### config.mk
export PLATFORM = sky130hd
export DESIGN_NAME = alu_cc_stream
export DESIGN_NICKNAME = d
export VERILOG_FILES = /design/src/rtl/alu_cc_pkg.sv /design/src/rtl/alu_cc_adder.sv /design/src/rtl/alu_cc_logic.sv /design/src/rtl/alu_cc_core.sv /design/src/rtl/alu_cc_stream.sv
export SDC_FILE = /design/constraint.sdc
export NUM_CORES = 1
export LEC_CHECK = 0
export ABC_AREA = 1
export ABC_CLOCK_PERIOD_IN_PS = 5510
export BUFFER_PORTS_ARGS = -buffer_cell sky130_fd_sc_hd__buf_2
export CORE_MARGIN = 2
export CORE_UTILIZATION = 53
export DETAILED_ROUTE_END_ITERATION = 10
export GPL_TIMING_DRIVEN = 1
export HOLD_SLACK_MARGIN = 0.08
export MAX_ROUTING_LAYER = met4
export PLACE_DENSITY = 0.75
export REMOVE_ABC_BUFFERS = 1
export SYNTH_ARGS = -nofsm -noshare
export SYNTH_HDL_FRONTEND = slang
export SYNTH_SLANG_ARGS = --single-unit
### constraint.sdc
create_clock -name clk -period 5.51 [get_ports clk]
set_clock_uncertainty 0.2 [all_clocks]
set_input_delay 0.551 -clock clk [delete_from_list [all_inputs] [get_ports clk]]
set_output_delay 0.551 -clock clk [all_outputs]
set_load 0.05 [all_outputs]
### src/rtl/alu_cc_pkg.sv
package alu_cc_pkg;
  typedef enum logic [3:0] {
    OP_ADD   = 4'd0,
    OP_ADDC  = 4'd1,
    OP_SUB   = 4'd2,
    OP_SUBC  = 4'd3,
    OP_AND   = 4'd4,
    OP_OR    = 4'd5,
    OP_XOR   = 4'd6,
    OP_ANDN  = 4'd7,
    OP_ORN   = 4'd8,
    OP_XNOR  = 4'd9,
    OP_TADD  = 4'd10,
    OP_TSUB  = 4'd11,
    OP_TADDT = 4'd12,
    OP_TSUBT = 4'd13
  } alu_op_e;

  typedef struct packed {
    logic n;
    logic z;
    logic v;
    logic c;
  } nzvc_t;
endpackage

### src/rtl/alu_cc_adder.sv
// Split adder: the low LO_W bits and the upper bits are summed as two
// chained pieces so that both carry-outs are directly visible.
module alu_cc_adder #(
  parameter int DATA_W = 64,
  parameter int LO_W   = 32
) (
  input  logic [DATA_W-1:0] a,
  input  logic [DATA_W-1:0] bx,
  input  logic              c0,
  output logic [DATA_W-1:0] sum,
  output logic              co_lo,
  output logic              co_hi,
  output logic              ov_lo,
  output logic              ov_hi
);
  localparam int HI_W = DATA_W - LO_W;

  logic [LO_W:0] part_lo;
  logic [HI_W:0] part_hi;

  always_comb begin
    part_lo = {1'b0, a[LO_W-1:0]} + {1'b0, bx[LO_W-1:0]} + {{LO_W{1'b0}}, c0};
    part_hi = {1'b0, a[DATA_W-1:LO_W]} + {1'b0, bx[DATA_W-1:LO_W]}
            + {{HI_W{1'b0}}, part_lo[LO_W]};
    sum   = {part_hi[HI_W-1:0], part_lo[LO_W-1:0]};
    co_lo = part_lo[LO_W];
    co_hi = part_hi[HI_W];
    ov_lo = (a[LO_W-1] == bx[LO_W-1]) && (sum[LO_W-1] != a[LO_W-1]);
    ov_hi = (a[DATA_W-1] == bx[DATA_W-1]) && (sum[DATA_W-1] != a[DATA_W-1]);
  end
endmodule

### src/rtl/alu_cc_logic.sv
module alu_cc_logic #(
  parameter int DATA_W = 64
) (
  input  logic [3:0]        op,
  input  logic [DATA_W-1:0] a,
  input  logic [DATA_W-1:0] b,
  output logic [DATA_W-1:0] res
);
  import alu_cc_pkg::*;

  always_comb begin
    unique case (op)
      OP_AND:  res = a & b;
      OP_OR:   res = a | b;
      OP_XOR:  res = a ^ b;
      OP_ANDN: res = a & ~b;
      OP_ORN:  res = a | ~b;
      OP_XNOR: res = ~(a ^ b);
      default: res = '0;
    endcase
  end
endmodule

### src/rtl/alu_cc_core.sv
module alu_cc_core #(
  parameter int DATA_W = 64,
  parameter int LO_W   = 32,
  parameter int TAG_W  = 2
) (
  input  logic [3:0]        op,
  input  logic              cc_en,
  input  logic [DATA_W-1:0] a,
  input  logic [DATA_W-1:0] b,
  input  logic [7:0]        cc_in,
  output logic [DATA_W-1:0] result,
  output logic [7:0]        flags,
  output logic              flags_we,
  output logic              tag_fault
);
  import alu_cc_pkg::*;

  localparam int NSETS = 2;

  logic is_sub, use_cin, is_arith, is_logic, is_tag, is_trap, known;
  logic cin_eff, c0, tag_bad, tag_ov;
  logic [DATA_W-1:0] bx, sum, lres;
  logic co_lo, co_hi, ov_lo, ov_hi;
  logic [NSETS-1:0] co_set, ov_set;
  nzvc_t [NSETS-1:0] set_flags;

  always_comb begin
    is_sub   = (op == OP_SUB) || (op == OP_SUBC) || (op == OP_TSUB) || (op == OP_TSUBT);
    use_cin  = (op == OP_ADDC) || (op == OP_SUBC);
    is_tag   = (op >= OP_TADD) && (op <= OP_TSUBT);
    is_trap  = (op == OP_TADDT) || (op == OP_TSUBT);
    is_arith = (op <= OP_SUBC) || is_tag;
    is_logic = (op >= OP_AND) && (op <= OP_XNOR);
    known    = is_arith || is_logic;
    cin_eff  = use_cin & cc_in[0];
    c0       = is_sub ? ~cin_eff : cin_eff;
    bx       = is_sub ? ~b : b;
    tag_bad  = (|a[TAG_W-1:0]) | (|b[TAG_W-1:0]);
  end

  alu_cc_adder #(.DATA_W(DATA_W), .LO_W(LO_W)) u_add (
    .a(a), .bx(bx), .c0(c0), .sum(sum),
    .co_lo(co_lo), .co_hi(co_hi), .ov_lo(ov_lo), .ov_hi(ov_hi)
  );

  alu_cc_logic #(.DATA_W(DATA_W)) u_log (
    .op(op), .a(a), .b(b), .res(lres)
  );

  always_comb begin
    result = is_arith ? sum : (is_logic ? lres : '0);
    co_set = {co_hi, co_lo};
    ov_set = {ov_hi, ov_lo};
    tag_ov = is_tag & (tag_bad | ov_lo);
  end

  // One flag set per width; set 0 judges LO_W bits, set 1 the full word.
  for (genvar g = 0; g < NSETS; g++) begin : g_set
    localparam int SPAN = (g == 0) ? LO_W : DATA_W;
    always_comb begin
      set_flags[g].n = known & result[SPAN-1];
      set_flags[g].z = known & ~(|result[SPAN-1:0]);
      set_flags[g].c = is_arith & (co_set[g] ^ is_sub);
      if (g == 0) set_flags[g].v = is_arith & (ov_set[g] | tag_ov);
      else        set_flags[g].v = is_arith & ov_set[g];
    end
  end

  always_comb begin
    flags     = set_flags;
    tag_fault = is_trap & tag_ov;
    flags_we  = is_tag ? ~tag_fault : (known & cc_en);
  end
endmodule

### src/rtl/alu_cc_stream.sv
module alu_cc_stream #(
  parameter int DATA_W = 64,
  parameter int LO_W   = 32,
  parameter int TAG_W  = 2
) (
  input  logic              clk,
  input  logic              rst_n,
  input  logic              in_valid,
  output logic              in_ready,
  input  logic [3:0]        in_op,
  input  logic              in_cc_en,
  input  logic [DATA_W-1:0] in_a,
  input  logic [DATA_W-1:0] in_b,
  input  logic [7:0]        in_cc,
  output logic              out_valid,
  input  logic              out_ready,
  output logic [DATA_W-1:0] out_result,
  output logic [7:0]        out_flags,
  output logic              out_flags_we,
  output logic              out_tag_fault
);
  logic [DATA_W-1:0] c_result;
  logic [7:0]        c_flags;
  logic              c_we, c_fault, take;

  alu_cc_core #(.DATA_W(DATA_W), .LO_W(LO_W), .TAG_W(TAG_W)) u_core (
    .op(in_op), .cc_en(in_cc_en), .a(in_a), .b(in_b), .cc_in(in_cc),
    .result(c_result), .flags(c_flags), .flags_we(c_we), .tag_fault(c_fault)
  );

  assign in_ready = ~out_valid | out_ready;
  assign take     = in_valid & in_ready;

  always_ff @(posedge clk) begin
    if (!rst_n) begin
      out_valid     <= 1'b0;
      out_result    <= '0;
      out_flags     <= '0;
      out_flags_we  <= 1'b0;
      out_tag_fault <= 1'b0;
    end else begin
      if (take) begin
        out_valid     <= 1'b1;
        out_result    <= c_result;
        out_flags     <= c_flags;
        out_flags_we  <= c_we;
        out_tag_fault <= c_fault;
      end else if (out_ready) begin
        out_valid <= 1'b0;
      end
    end
  end
endmodule

# Word-level counts from Yosys, hierarchy flattened
# Index checks and enable logic that the tools add are counted.
[op_classes]
addsub = 4
order_cmp = 5
eq_ne = 16
mux = 8
n_bitwise = 31
reduce_logical = 16
[op_table]
columns = ["operator", "n"]
rows = [
  ["64-bit case mux with 6 select lines", 1],
  ["64-bit two-way mux", 3],
  ["64-bit AND", 2],
  ["64-bit inverter", 2],
  ["64-bit OR", 2],
  ["32-bit by 32-bit adder with 33-bit output", 2],
  ["33-bit by 1-bit adder with 33-bit output", 2],
  ["64-bit OR reduction", 1],
  ["64-bit XOR", 1],
  ["32-bit OR reduction", 1],
  ["4-bit equality test (second input constant)", 5],
  ["4-bit by 3-bit equality test with 1-bit output (second input constant)", 4],
  ["1-bit AND", 13],
  ["4-bit by 2-bit equality test with 1-bit output (second input constant)", 2],
  ["4-bit <= comparator (second input constant)", 2],
  ["1-bit logical OR", 7],
  ["1-bit inverter", 5],
  ["4-bit by 1-bit equality test with 1-bit output (second input constant)", 1],
  ["4-bit by 3-bit >= comparator with 1-bit output (second input constant)", 1],
  ["4-bit >= comparator (second input constant)", 1],
  ["4-bit by 2-bit <= comparator with 1-bit output (second input constant)", 1],
  ["1-bit logical AND", 4],
  ["1-bit two-way mux", 4],
  ["1-bit OR", 4],
  ["5 further kinds", 9],
]
[word_totals]
register_bits = 75
input_bits = 145
output_inout_bits = 76
elab_cells = 85

# Longest topological paths before layout
[depth]
word_depth = 14
ltp_mapped = 41

# By module
# From an unflattened synthesis, not the netlist that was laid out.
[hier_totals]
cells_unflattened = 3237
hier_area_um2 = 15880.2
[modules_own_cells]
columns = ["mod", "n_inst", "cells_each", "area_each_um2", "seq_area_each_um2"]
rows = [
  ["alu_cc_logic", 1, 1490, 6014.5, 0.0],
  ["alu_cc_adder", 1, 850, 4399.2, 0.0],
  ["alu_cc_stream", 1, 490, 3358.2, 1501.4],
  ["alu_cc_core", 1, 407, 2108.3, 0.0],
]

# Least setup slack after synthesis
# Ideal clock, no wire load.
[synth_timing]
path_kind = "input to register"
start = "input port in_op[1]"
end = "register out_flags[6]"
arrival_time_ns = 5.267
required_ns = 5.240
setup_slack_ns = -0.027
path_stages = 36
path_cell_list = "buf_2 inv_2 nand2_1 nand2_1 nand2_1 clkbuf_1 buf_2 xor2_1 ha_1 nand2_1 inv_1 nand2_1 nand2_1 a21oi_1 nor2_1 nor2_1 nand2_1 nand2_1 nand2_1 a21oi_1 inv_1 fa_1 fa_1 nand3_1 nand3_1 nand2_1 nand2_1 or2_2 nand3_1 nand2_1 nor2_1 nand2_1 nand3b_1 nor2_1 nand2_1 a21oi_1"
[synth_via]
elab_chain_len = 12
[synth_lines]
columns = ["element", "line", "rtl"]
rows = [
  ["start: declaration", "alu_cc_stream.sv:10", "input logic [3:0] in_op,"],
  ["4-bit by 2-bit equality test with 1-bit output, on equally long branches", "alu_cc_core.sv:28, alu_cc_core.sv:29", ""],
  ["1-bit logical OR (3 in a row)", "alu_cc_core.sv:28", "is_sub = (op == OP_SUB) || (op == OP_SUBC) || (op == OP_TSUB) || (op == OP_TSUBT);"],
  ["64-bit two-way mux", "alu_cc_core.sv:37", "bx = is_sub ? ~b : b;"],
  ["32-bit by 32-bit adder with 33-bit output", "alu_cc_adder.sv:22", "part_lo = {1'b0, a[LO_W-1:0]} + {1'b0, bx[LO_W-1:0]} + {{LO_W{1'b0}}, c0};"],
  ["33-bit by 1-bit adder with 33-bit output", "alu_cc_adder.sv:22", ""],
  ["33-bit by 1-bit adder with 33-bit output", "alu_cc_adder.sv:24", "+ {{HI_W{1'b0}}, part_lo[LO_W]};"],
  ["64-bit two-way mux", "alu_cc_core.sv:51", "result = is_arith ? sum : (is_logic ? lres : '0);"],
  ["64-bit OR reduction", "alu_cc_core.sv:62", "set_flags[g].z = known & ~(|result[SPAN-1:0]);"],
  ["1-bit inverter", "alu_cc_core.sv:62", ""],
  ["1-bit AND (*)", "alu_cc_core.sv:62", ""],
  ["end signal: assignment", "alu_cc_stream.sv:45", "out_flags <= c_flags;"],
  ["end: declaration", "alu_cc_stream.sv:18", "output logic [7:0] out_flags,"],
]
# Every way passes the cells marked *; elsewhere a longest branch is shown, timed or not.
# A chain may end at the register's enable or synchronous reset.

# Worst setup path after layout
# Same ends and word-level chain as after synthesis.

==> impl_results.rst <==
.. list-table::
   :header-rows: 1

   * - Metric
     - Value
   * - Initial antenna violation count
     - 8
   * - Post-route DRC
     - 0
   * - Initial cell density of the core
     - 53.9%
   * - Req. time, crit path
     - 5.60 ns
   * - Final Max Tran Viols
     - 0
   * - Number of buffers created by CTS
     - 9
   * - Peak fanout along the critical path
     - 6
   * - Maximum number of pins on one net before global-route repair
     - between 50 and 60
   * - Synthesized netlist cell count
     - 2449
   * - Post-synthesis cell type with the largest combined area
     - sky130_fd_sc_hd__nand2_1
   * - Critical-path cell with the highest stage delay
     - sky130_fd_sc_hd__fa_2
   * - Worst slew slack as a fraction of its limit
     - 18.2%
   * - Vias in the first global route
     - 15700
   * - Number of different library cells in the post-synthesis netlist
     - 51
   * - Min-Delay Path Class
     - flop to flop
   * - Post-place setup slack
     - -0.519 ns
   * - Number of iterations in the first detailed-routing pass
     - 6
   * - Drt first-iter violations
     - 1604
   * - Setup WS post-layout
     - between 0.15 and 0.2 ns
   * - Warnings from Yosys
     - 0
   * - Fraction of final layout cells sized beyond drive strength 1
     - 17.2%
   * - GRT Residual Overflow
     - 0
   * - Count of maximum capacitance violations
     - 0
   * - Cell types with the largest area share after synthesis
     - sky130_fd_sc_hd__nand2_1 24%, sky130_fd_sc_hd__inv_1 13%, sky130_fd_sc_hd__dfxtp_1 12%, sky130_fd_sc_hd__nor2_1 8.2%, sky130_fd_sc_hd__nand3_1 7.4%
   * - I/O pin count
     - 221
   * - Clk pin slew, worst setup/hold paths
     - 0.06 ns
   * - Count of hold buffers inserted by post-cts repair
     - 0
   * - # port buffers
     - 213
   * - Commonest cells after routing, fill and taps aside
     - 800 x sky130_fd_sc_hd__nand2_1, 425 x sky130_fd_sc_hd__inv_1, 267 x sky130_fd_sc_hd__nor2_1
   * - Worst Path Class, Setup
     - input port to flop
   * - Sequential share of the synthesized area
     - a little under an eighth
   * - NumNets Final
     - 2974
   * - Tightest Pin Transition
     - 1.23 ns
   * - Power density normalized to cell area
     - 209 nW/um^2
   * - Std-Cell Core Area
     - 23500 um^2
   * - Area enclosed by the die boundary
     - ~25000 um^2
   * - Routed len/inst
     - 16.6 um
   * - Area growth from synthesis to layout
     - 23.6%
   * - Final critical-path required period
     - 5.34 ns
   * - Vias after detailed routing
     - 17000
   * - Netlist area before placement
     - around 13000 um^2
   * - TritonCTS sink count
     - 75
   * - Total Wirelength
     - 51400 um
   * - Launch instance of the worst register-to-register path
     - out_valid
   * - Data arrival, critical path
     - 5.43 ns
   * - Nature of the critical path startpoint
     - input port
   * - RePlAce Congestion
     - 1.01
   * - Later-pin clock latency in the skew report
     - between 0.3 and 0.4 ns
   * - Commonest non-fill, non-tap cell in the layout
     - sky130_fd_sc_hd__nand2_1
   * - Hold path endpoint
     - out_result[31]
   * - Final instance count without filler cells
     - 3095
   * - Detailed-placement wirelength estimate
     - 38500 um
   * - Source of the worst hold timing path
     - out_result[31]
   * - Total routing resource utilization after global routing
     - 40.5%
   * - Vertical extent of the die
     - approximately 160 um
   * - Number of setup violations in the final report
     - 0
   * - Worst R2R End
     - out_flags[6]
   * - Fmax achieved
     - 187 MHz
   * - Largest incremental delay on the critical path
     - approximately 0.46 ns
   * - Flip-flop and latch count after synthesis
     - between 70 and 80
   * - Final worst hold slack
     - 0.261 ns
   * - Post-synth EDFFs
     - 0
   * - Site row count
     - 56
   * - Clk Tree Root Cell
     - sky130_fd_sc_hd__clkbuf_16
   * - Leakage
     - 9.37 nW
   * - Maximum buffer depth of the clock tree
     - 2
   * - Final cycle utilization of the critical path
     - 96.9%
   * - Die width
     - 158 um
   * - Cell count of the worst hold path
     - 2
   * - Cell count of the worst reg-to-reg path
     - 14
   * - DR vias/cell
     - 5.51
   * - Area share of the largest cell type after synthesis
     - 24.3%
   * - Wire length of the first global-routing pass
     - 77100 um
   * - Largest voltage drop on the vdd net
     - 0.150 mV
   * - Result of the run
     - completed
   * - Top FF cell, synth
     - sky130_fd_sc_hd__dfxtp_1
   * - Remaining antenna violation count after routing
     - 0
   * - Hold violation total from the final report
     - 0
   * - Total placed cells including tap cells
     - just over 3000
   * - Register-to-Register Setup Slack
     - 2.64 ns
   * - H-tree depth reported by CTS
     - 3
   * - Share of synthesized registers carrying an async set or reset
     - 0%
   * - Clock tree from TritonCTS
     - yes
   * - Avg Cell Area, Syn
     - between 5 and 6 um^2
   * - Cell repeated most along the worst path
     - sky130_fd_sc_hd__nand2_1
   * - Kind of end point of the critical path
     - flop
-- worst max path at each step --
stage	from	to
floorplan	in_op[3]	out_flags[6]
global placement	in_op[2]	out_flags[6]
detailed placement	in_op[2]	out_flags[6]
CTS	in_op[2]	out_flags[6]
global route	in_op[1]	out_flags[6]
finish	in_op[1]	out_flags[6]
-- cells in the mapped netlist, types with 2 or more instances --
cell / number
sky130_fd_sc_hd__inv_2: 6
sky130_fd_sc_hd__xor2_1: 72
sky130_fd_sc_hd__o21ai_0: 119
sky130_fd_sc_hd__nor4_1: 5
sky130_fd_sc_hd__and2_1: 6
sky130_fd_sc_hd__nor2_4: 4
sky130_fd_sc_hd__inv_1: 427
sky130_fd_sc_hd__a211oi_1: 4
sky130_fd_sc_hd__o22ai_1: 8
sky130_fd_sc_hd__a21o_1: 13
sky130_fd_sc_hd__or2_2: 14
sky130_fd_sc_hd__nand4_1: 46
sky130_fd_sc_hd__fa_1: 4
sky130_fd_sc_hd__ha_1: 62
sky130_fd_sc_hd__dfxtp_1: 75
sky130_fd_sc_hd__o31ai_1: 2
sky130_fd_sc_hd__nor3_1: 28
sky130_fd_sc_hd__nor2_1: 277
sky130_fd_sc_hd__buf_1: 8
sky130_fd_sc_hd__clkbuf_1: 36
sky130_fd_sc_hd__a32oi_1: 3
sky130_fd_sc_hd__o21bai_1: 10
sky130_fd_sc_hd__nand2_1: 820
sky130_fd_sc_hd__xnor2_1: 5
sky130_fd_sc_hd__nand2_2: 4
sky130_fd_sc_hd__o211ai_1: 29
sky130_fd_sc_hd__o21ai_1: 9
sky130_fd_sc_hd__nand3b_1: 10
sky130_fd_sc_hd__a22oi_1: 2
sky130_fd_sc_hd__buf_2: 25
sky130_fd_sc_hd__nand3_1: 188
sky130_fd_sc_hd__buf_4: 5
sky130_fd_sc_hd__a31oi_1: 10
sky130_fd_sc_hd__o2111ai_1: 2
sky130_fd_sc_hd__o22a_1: 3
sky130_fd_sc_hd__a21oi_1: 93
-- flip-flops by register name, indices dropped and copies added (netlist names) --
register / flops
out_result: 64
out_flags: 8
out_flags_we: 1
out_tag_fault: 1
out_valid: 1
-- final cells by class --
type,instances,area [um^2]
Clock buffer,12,246
Tap cell,319,399
Timing Repair Buffer,376,2380
Multi-Input combinational cell,1868,9450
Clock inverter,3,15.0
Fill cell,2327,7840
Antenna cell,9,22.5
Sequential cell,75,1500
Inverter,433,1630
-- cell families (layout without fill, tap and decap cells) --
logic type	count (synthesis)	after routing	share of synthesized area, %
and+or+nand+nor	1406	1407	46.0
DFF	75	75	11.9
buffers and inverters	507	824	15.4
other	0	9	0
xor gates and xnor gates	77	77	5.33
adders and majority gates	66	66	6.77
AOI/OAI and AO/OA	318	318	14.6
-- worst max-delay path, delay by kind of cell --
kind                       cells  cell delay [ns]
adders and majority gates      3             1.26
xor gates and xnor gates       1             0.14
AOI/OAI and AO/OA              3             0.35
and+or+nand+nor               22             2.46
buffers and inverters          5             0.66
-- power breakdown --
| part | switching [mW] | internal, mW | leakage, nW |
|---|---|---|---|
| clock network | 0.262 | 0.314 | 0.132 |
| registers | 0.0255 | 0.594 | 0.620 |
| logic | 1.33 | 0.735 | 8.61 |
-- metrics by stage --
step                util (%)  area (um^2)  TNS (ns)  total power [mW]
global placement        63.6        14900    -0.799              2.53
CTS                     64.7        15200         0              3.15
global route            66.6        15600    -0.154              3.49
detailed placement      63.6        14900     -2.33              2.57
finish                  66.6        15600         0              3.26
floorplan                  -        12300    -28.30              1.87
-- timing repair --
item,in CTS,in global routing
endpoints found under the setup margin,2,21
pin swaps,0,27
gates cloned,0,3
buffers inserted,0,13
resized for setup,3,67
endpoints found under the hold margin,0,0
-- routing by layer --
layer  part of all wire [%]  routed length (um)  GRT usage, %
met3                    8.0                4110          6.56
met4                    5.8                2970          21.6
met5                      0                   0             -
met2                     47               24000          68.0
met1                     40               20400          46.5
Power figures use the tool's default switching activity.
